===== config.mk =====
export PLATFORM = sky130hd
export DESIGN_NAME = wiper_pos_ctrl
export DESIGN_NICKNAME = d
export VERILOG_FILES = /design/src/rtl/wiper_pkg.sv /design/src/rtl/wiper_load_arb.sv /design/src/rtl/wiper_pos_reg.sv /design/src/rtl/wiper_tap_decode.sv /design/src/rtl/wiper_pos_ctrl.sv
export SDC_FILE = /design/constraint.sdc
export NUM_CORES = 1
export LEC_CHECK = 0
export CORE_MARGIN = 2
export CORE_UTILIZATION = 40
export CTS_CLUSTER_SIZE = 24
export DETAILED_ROUTE_END_ITERATION = 12
export DONT_BUFFER_PORTS = 1
export PLACE_DENSITY = 0.52
export SLEW_MARGIN = 20
export SYNTH_ARGS = -nofsm -noshare
export SYNTH_HDL_FRONTEND = slang
export SYNTH_SLANG_ARGS = --single-unit

===== constraint.sdc =====
create_clock -name clk -period 2.7 [get_ports clk]
set_input_delay 0.135 -clock clk [delete_from_list [all_inputs] [get_ports clk]]
set_output_delay 0.135 -clock clk [all_outputs]
set_load 0.05 [all_outputs]

===== src/rtl/wiper_pkg.sv =====
package wiper_pkg;

    localparam int POS_W    = 8;
    localparam int NUM_TAPS = 1 << POS_W;
    localparam int NUM_DR   = 4;
    localparam int SEL_W    = $clog2(NUM_DR);
    localparam int BANK_W   = NUM_DR * POS_W;

    typedef logic [POS_W-1:0] pos_t;

    typedef enum logic [1:0] {
        SRC_NONE  = 2'd0,
        SRC_WRITE = 2'd1,
        SRC_XFER  = 2'd2,
        SRC_STEP  = 2'd3
    } src_e;

    typedef struct packed {
        logic load;
        src_e src;
        pos_t value;
    } upd_t;

    // Saturating single step toward either rail.
    function automatic pos_t step_sat(input pos_t cur, input logic up);
        pos_t res;
        if (up) begin
            res = (cur == {POS_W{1'b1}}) ? cur : cur + pos_t'(1);
        end else begin
            res = (cur == '0) ? cur : cur - pos_t'(1);
        end
        return res;
    endfunction

endpackage


===== src/rtl/wiper_load_arb.sv =====
module wiper_load_arb
    import wiper_pkg::*;
(
    input  logic                clk,
    input  logic                rst,
    input  logic                wr_en,
    input  pos_t                wr_data,
    input  logic                xfr_en,
    input  logic [SEL_W-1:0]    xfr_sel,
    input  logic [BANK_W-1:0]   bank_regs,
    input  logic                step_en,
    input  logic                step_up,
    input  pos_t                cur,
    output upd_t                upd
);

    pos_t slots [NUM_DR];

    genvar g;
    generate
        for (g = 0; g < NUM_DR; g++) begin : g_slot
            assign slots[g] = bank_regs[g*POS_W +: POS_W];
        end
    endgenerate

    always_comb begin
        upd = '{load: 1'b0, src: SRC_NONE, value: cur};
        if (wr_en) begin
            upd = '{load: 1'b1, src: SRC_WRITE, value: wr_data};
        end else if (xfr_en) begin
            upd = '{load: 1'b1, src: SRC_XFER, value: slots[xfr_sel]};
        end else if (step_en) begin
            upd = '{load: 1'b1, src: SRC_STEP, value: step_sat(cur, step_up)};
        end
    end

    AST_SAT_TOP: assert property (@(posedge clk) disable iff (rst)
        (step_en && step_up && !wr_en && !xfr_en && cur == {POS_W{1'b1}})
            |-> (upd.value == cur));
    AST_SAT_BOT: assert property (@(posedge clk) disable iff (rst)
        (step_en && !step_up && !wr_en && !xfr_en && cur == '0)
            |-> (upd.value == '0));
    AST_WR_FIRST: assert property (@(posedge clk) disable iff (rst)
        wr_en |-> (upd.src == SRC_WRITE && upd.value == wr_data));
    AST_XFR_OVER_STEP: assert property (@(posedge clk) disable iff (rst)
        (xfr_en && step_en && !wr_en) |-> (upd.src == SRC_XFER));

endmodule


===== src/rtl/wiper_pos_reg.sv =====
module wiper_pos_reg
    import wiper_pkg::*;
(
    input  logic clk,
    input  logic rst,
    input  pos_t recall,
    input  upd_t upd,
    output pos_t pos
);

    always_ff @(posedge clk) begin
        if (rst) begin
            pos <= recall;
        end else if (upd.load) begin
            pos <= upd.value;
        end
    end

    AST_HOLD_IDLE: assert property (@(posedge clk) disable iff (rst)
        !upd.load |=> $stable(pos));

endmodule


===== src/rtl/wiper_tap_decode.sv =====
module wiper_tap_decode
    import wiper_pkg::*;
(
    input  logic                clk,
    input  logic                rst,
    input  pos_t                pos,
    output logic [NUM_TAPS-1:0] taps
);

    logic [NUM_TAPS-1:0] hit;

    genvar i;
    generate
        for (i = 0; i < NUM_TAPS; i++) begin : g_tap
            assign hit[i] = (pos == pos_t'(i));
        end
    endgenerate

    always_ff @(posedge clk) begin
        if (rst) begin
            taps <= NUM_TAPS'(1);
        end else begin
            taps <= hit;
        end
    end

    AST_TAPS_ONEHOT: assert property (@(posedge clk) disable iff (rst)
        $countones(taps) == 1);
    AST_TAP_FOLLOWS: assert property (@(posedge clk) disable iff (rst)
        1'b1 |=> taps[$past(pos)]);

endmodule


===== src/rtl/wiper_pos_ctrl.sv =====
module wiper_pos_ctrl
    import wiper_pkg::*;
(
    input  logic                clk,
    input  logic                rst,
    input  logic                wr_en,
    input  logic [POS_W-1:0]    wr_data,
    input  logic                xfr_en,
    input  logic [SEL_W-1:0]    xfr_sel,
    input  logic [BANK_W-1:0]   bank_regs,
    input  logic                step_en,
    input  logic                step_up,
    output logic [POS_W-1:0]    pos,
    output logic [NUM_TAPS-1:0] taps
);

    upd_t upd;
    pos_t pos_q;

    wiper_load_arb u_arb (
        .clk       (clk),
        .rst       (rst),
        .wr_en     (wr_en),
        .wr_data   (wr_data),
        .xfr_en    (xfr_en),
        .xfr_sel   (xfr_sel),
        .bank_regs (bank_regs),
        .step_en   (step_en),
        .step_up   (step_up),
        .cur       (pos_q),
        .upd       (upd)
    );

    wiper_pos_reg u_reg (
        .clk    (clk),
        .rst    (rst),
        .recall (bank_regs[POS_W-1:0]),
        .upd    (upd),
        .pos    (pos_q)
    );

    wiper_tap_decode u_dec (
        .clk  (clk),
        .rst  (rst),
        .pos  (pos_q),
        .taps (taps)
    );

    assign pos = pos_q;

    AST_RECALL_WINS: assert property (@(posedge clk)
        rst |=> (pos == $past(bank_regs[POS_W-1:0])));
    AST_WRITE_LOAD: assert property (@(posedge clk) disable iff (rst)
        wr_en |=> (pos == $past(wr_data)));

endmodule


==> results of run 1 <==
[final cells by class]
class                   instances  share of cell area
flip-flops and latches        264               0.614
multi-input cells             384               0.217
clock buffers                  33              0.0809
repair buffers                 43              0.0424
well taps                     234              0.0335
clock inverters                10              0.0109
inverters                       4             0.00172
[placed cells by master, fill, tap and decap left out, types with 7 or more instances in the layout]
master / n
mux4_1: 7
nand2_1: 31
o21ai_0: 7
clkbuf_16: 26
nor2_1: 262
edfxtp_1: 8
nand3_1: 13
dlygate4sd3_1: 19
nor2b_1: 11
dfxtp_1: 256
buf_4: 24
[flip-flops by register name, summed over array words and instances (netlist names)]
register    count
u_reg.pos       8
u_dec.taps    256
[worst reg2reg max path, cell delays in order (launching register included)]
cell           delay, ns
edfxtp_1            0.50
ha_1                0.29
and4_1              0.24
o22ai_1             0.20
xnor2_1             0.09
a221oi_1            0.29
o31ai_1             0.10
dlygate4sd3_1       0.55
[through the flow]
stage                     utilization  hold slack (ns)  total power (uW)  cell area [um2]
after floorplan                     -            0.298              4390             7490
after global placement          0.415            0.340              4490             7680
after detailed placement        0.415            0.333              4500             7680
after CTS                       0.468           0.0100              7850             8670
after global routing            0.472           0.0420              8040             8740
final                           0.472           0.0314              7800             8740
[where the power goes]
part / switching [uW] / internal, uW
Sequential: 77.9 / 3940
Combinational: 293 / 143
Clock: 1400 / 1940
Total: 1770 / 6030
[layer usage]
layer	track usage	routed length, um	share of wire	up-vias
met3	0.0588	1880	0.092	37
met5	0	0	0	-
met1	0.227	8100	0.40	2293
met2	0.342	9940	0.48	278
met4	0.0679	576	0.028	0
li1	-	-	-	2240
[what timing repair did]
action | CTS | global route
setup buffers | 0 | 8
hold endpoints to repair | 10 | 0
resized for setup | 0 | 2
hold buffers | 19 | 0
setup endpoints to repair | 0 | 1
[worst max path at each step]
| stage | startpoint | to | slack (ns) | depth (start not counted) |
|---|---|---|---|---|
| 4_1_cts | u_reg.pos[0] | u_reg.pos[6] | 0.09 | 8 |
| 3_5_place_dp | u_reg.pos[0] | u_reg.pos[6] | 0.63 | 7 |
| 3_3_place_gp | u_reg.pos[0] | u_reg.pos[6] | 0.67 | 7 |
| 5_1_grt | u_reg.pos[0] | u_reg.pos[6] | 0.04 | 8 |
| 6_report | u_reg.pos[0] | u_reg.pos[6] | 0.19 | 7 |
| 2_1_floorplan | u_reg.pos[4] | u_reg.pos[0] | 0.28 | 6 |
[logic make-up after synthesis]
group	Yosys count
AND/OR/NAND/NOR	335
buffers and inverters	49
XOR/XNOR	5
AO/OA/AOI/OAI	30
multiplexers	9
flip-flops	264
adder cells (fa/ha/maj)	5
==> flow_metrics.py, run 1 <==
metrics = {
    "run_status": {
        "status": "finished clean",
    },
    "layout": {
        "multi_input_area_um2": 1890,
        "antenna_cells": 0,
        "nets": 774,
        "nFillCells": 1695,
        "area_growth_pct": 16.6,
        "seqCellArea_um2": 5370,
        "drive_gt1_frac": 0.0949,
        "layout.cells.non_filler": 972,
    },
    "synth": {
        "synth_edf_count": 8,
        "syn_inst": 697,
        "synth_area_um2": 7490,
        "yosys.area.top_type": "dfxtp_1",
        "ys_types": 43,
        "muxShareOfSynthArea": 0.0289,
        "synth_top_family_by_area": "simple AND/OR/NAND/NOR gates",
        "yosysTopAreaCellShare": 0.684,
        "ys_seq_elements": 264,
        "synth-compound-area-share": 0.0260,
        "yosysMostFrequentCell": "nor2_1",
        "synthTopCellsByCount": "nor2_1 (262), dfxtp_1 (256), nand2_1 (31), clkbuf_1 (23), buf_2 (14)",
        "synth_warnings": 0,
        "synthFlopType": "dfxtp_1",
        "synth_xor_area_frac": 0.00584,
        "async_flop_share": 0,
        "syn_nets": 750,
        "yosys.area_share.adder": 0.00835,
        "synthTopCellsByArea": "dfxtp_1 (68%), nor2_1 (13%), edfxtp_1 (3.2%)",
        "ys_seq_area_frac": 0.716,
        "syn_avg_cell_area_um2": 10.8,
        "yosys.area_share.simple": 0.182,
    },
    "sta": {
        "rsz0062_at_grt": "false",
        "finalHoldViolations": 0,
        "fin_crit_sh": 0.928,
        "worst_slew_pin_slew_ns": 0.831,
        "setup_viol": 0,
        "final.min_clock_period_ns": 2.51,
        "clock_skew_ns": 0.00981,
        "fin_ws_ns": 0.194,
        "tns_ns": 0,
        "slew_violations": 0,
        "slew_headroom": 0.445,
        "fmax_mhz": 399,
    },
    "critical_path": {
        "cp_max_fo": 8,
        "cp-end-kind": "register",
        "worstPathArrival_ns": 2.77,
        "start_kind": "register",
        "critPathRequiredTime_ns": 2.96,
        "path_cells": "ha_1, and4_1, o22ai_1, xnor2_1, a221oi_1, o31ai_1, dlygate4sd3_1",
        "rrSetupSlack_ns": 0.19,
        "critPathTopFamily": "compound AO/OA/AOI/OAI gates",
        "r2r_start": "u_reg.pos[0]",
        "path_class": "register to register",
        "r2r_end": "u_reg.pos[6]",
        "slowest_delay_ns": 0.55,
        "crit_slowest_cell": "dlygate4sd3_1",
        "cp_num_buf_inv": 1,
        "r2r_cells": 7,
    },
    "global_routing": {
        "grt_pass1_wl_um": 29300,
        "overflow": 0,
        "antenna_found_initial": 0,
        "grt_max_degree": 19,
        "grt_pass1_vias": 4750,
        "grt_usage": 0.195,
    },
    "hold_path": {
        "hold_depth": 4,
        "hp-start": "wr_en",
        "hold_path.class": "input pin to register",
        "holdPathEnd": "u_reg.pos[7]",
    },
    "floorplanning": {
        "dieArea_um2": 19800,
        "rows": 50,
        "start_util": 0.405,
        "die_h_um": 141,
        "core_um2": 18500,
        "pin_count": 312,
        "fp.dieW_um": 141,
    },
    "pwr": {
        "leakagePower_uw": 0.00319,
        "ir_worst_vdd_v": 0.000519,
        "power_density_nw_per_um2": 893,
    },
    "detailed_routing": {
        "drc": 0,
        "num_vias": 4848,
        "wl_per_cell_um": 21.1,
        "dr.pass1.iters": 4,
        "via_per_inst": 4.99,
        "drt_iter0_markers": 221,
        "ant_nets": 0,
        "wl_um": 20500,
    },
    "placed_design": {
        "port-buffer-count": 0,
        "hpwl_um": 13800,
        "numPlacedInstances": 902,
        "dp_worst_setup_slack_ns": 0.634,
        "place_congestion": 0.859,
    },
    "cts": {
        "cts_buffers": 24,
        "cts_tree": "yes",
        "numClockSinks": 264,
        "clk_pin_slew_worst_paths_ns": 0.06,
        "clk_latency_ns": 0.52,
        "root_buffer": "clkbuf_16",
        "clk_path_buf_depth": 3,
        "htreeDepth": 1,
    },
    "job": {
        "cap_viol_max_count": 0,
    },
}
Power figures use the tool's default switching activity.
==> run 2, diff against run 1 <==
PLACE_DENSITY = 0.54   (was 0.52)
clock period = 2.11 ns   (was 2.7 ns; I/O delays follow)
==> flow_metrics.py, run 2 (synthesis results as in run 1) <==
metrics = {
    "layout": {
        "area_growth_pct": 17.9,
        "drive_gt1_frac": 0.111,
        "layout_commonest_cell": "nor2_1",
        "reg.largest.list": "u_dec.taps x256, u_reg.pos x8",
        "finish.utilization": 0.477,
        "largest_reg_flops": 256,
        "mostFrequentLayoutCells": "nor2_1 (262), dfxtp_1 (256), buf_4 (36)",
        "nets": 787,
        "layout.cells.non_filler": 982,
        "antenna_cells": 0,
        "top_register": "u_dec.taps",
    },
    "pwr": {
        "leakagePower_uw": 0.00324,
        "power_density_nw_per_um2": 1130,
        "ir_worst_vdd_v": 0.000598,
    },
    "critical_path": {
        "cp_max_fo": 4,
        "critPathRequiredTime_ns": 2.36,
        "cp-end-kind": "register",
        "worstPathArrival_ns": 2.16,
        "path_class": "register to register",
        "start_kind": "register",
    },
    "detailed_routing": {
        "via_per_inst": 5.05,
        "drt_iter0_markers": 242,
        "ant_nets": 0,
        "wl_per_cell_um": 21.5,
        "drc": 0,
        "wl_um": 21200,
        "dr.pass1.iters": 4,
        "num_vias": 4963,
    },
    "floorplanning": {
        "fp.dieW_um": 141,
        "rows": 50,
        "core_um2": 18500,
        "pin_count": 312,
        "dieArea_um2": 19800,
        "die_h_um": 141,
        "start_util": 0.405,
    },
    "sta": {
        "slew_violations": 0,
        "tns_ns": 0,
        "final.min_clock_period_ns": 1.92,
        "clock_skew_ns": 0.00906,
        "rsz0062_at_grt": "false",
        "setup_viol": 0,
        "slew_headroom": 0.496,
        "whs_ns": 0.0160,
        "finalHoldViolations": 0,
        "fin_crit_sh": 0.908,
        "worst_slew_pin_slew_ns": 0.754,
        "fmax_mhz": 522,
    },
    "global_routing": {
        "antenna_found_initial": 0,
        "grt_pass1_vias": 4935,
        "grt_max_degree": 17,
        "grt_pass1_wl_um": 30700,
        "grt_usage": 0.204,
        "overflow": 0,
    },
    "run_status": {
        "status": "finished clean",
    },
    "placed_design": {
        "port-buffer-count": 0,
        "numPlacedInstances": 920,
        "place_congestion": 0.900,
        "hpwl_um": 14500,
    },
    "cts": {
        "numClockSinks": 264,
        "clk_path_buf_depth": 3,
        "htreeDepth": 1,
        "cts_tree": "yes",
        "cts_buffers": 24,
        "clk_latency_ns": 0.52,
        "clk_pin_slew_worst_paths_ns": 0.07,
        "root_buffer": "clkbuf_16",
    },
    "job": {
        "cap_viol_max_count": 0,
    },
    "hold_path": {
        "hold_path.class": "input pin to register",
    },
}
==> run 2: changes by cell type in the layout (fill, tap and decap cells not counted), sizes merged <==
| cell | delta |
|---|---|
| buf | +12 |
| bufinv | +1 |
| clkbuf | -1 |
| clkinvlp | -2 |
| dlygate4sd3 | +1 |
| inv | -1 |
==> run 2: final timing paths <==
path                      from        endpoint  slack, ns  depth (start not counted)
setup / recovery  u_reg.pos[0]    u_reg.pos[6]       0.19                          7
hold / removal          xfr_en    u_reg.pos[6]       0.02                          2
setup reg to reg  u_reg.pos[0]    u_reg.pos[6]       0.19                          7
hold reg to reg   u_reg.pos[6]  u_dec.taps[12]       0.92                          4
==> run 2: cell type report <==
cell class,count,area (um2)
fillers,1694,9680
flip-flops and latches,264,5370
well taps,234,293
clock inverters,8,108
multi-input cells,384,1900
repair buffers,56,470
inverters,4,15.0
clock buffers,32,682
==> run 2: timing repair <==
item / CTS / global route
hold buffers: 20 / 0
buffers inserted: 0 / 2
hold endpoints to repair: 17 / 0
gates resized for setup: 0 / 1
endpoints found under the setup margin: 0 / 1
==> run 2: critical path: stages, from the launching register on <==
cell and delay [ns]:
edfxtp_1 0.44, inv_2 0.12, ha_2 0.18, nor4b_4 0.23, o22ai_1 0.15, xnor2_1 0.16, a221oi_2 0.25, o31ai_1 0.11
==> run 2: layer usage <==
layer / track usage / share of wire / vias to the layer above
li1: - / - / 2269
met1: 0.244 / 0.40 / 2367
met2: 0.349 / 0.48 / 280
met3: 0.0598 / 0.087 / 47
met4: 0.0726 / 0.032 / 0
met5: 0 / 0 / -
==> run 2: per-stage QoR <==
| stage | area [um2] | total power, uW | worst slack (ns) |
|---|---|---|---|
| finish | 8840 | 10000 | 0.193 |
| global placement | 7830 | 5770 | 0.244 |
| floorplan | 7510 | 5630 | 0.00564 |
| global route | 8840 | 10300 | 0.0147 |
| CTS | 8820 | 10100 | 0.126 |
| detailed placement | 7830 | 5790 | 0.145 |
==> run 2: power breakdown <==
group          total [uW]  switching, uW  internal [uW]
Sequential           5150            107           5050
Clock                4300           1780           2510
Combinational         568            380            187
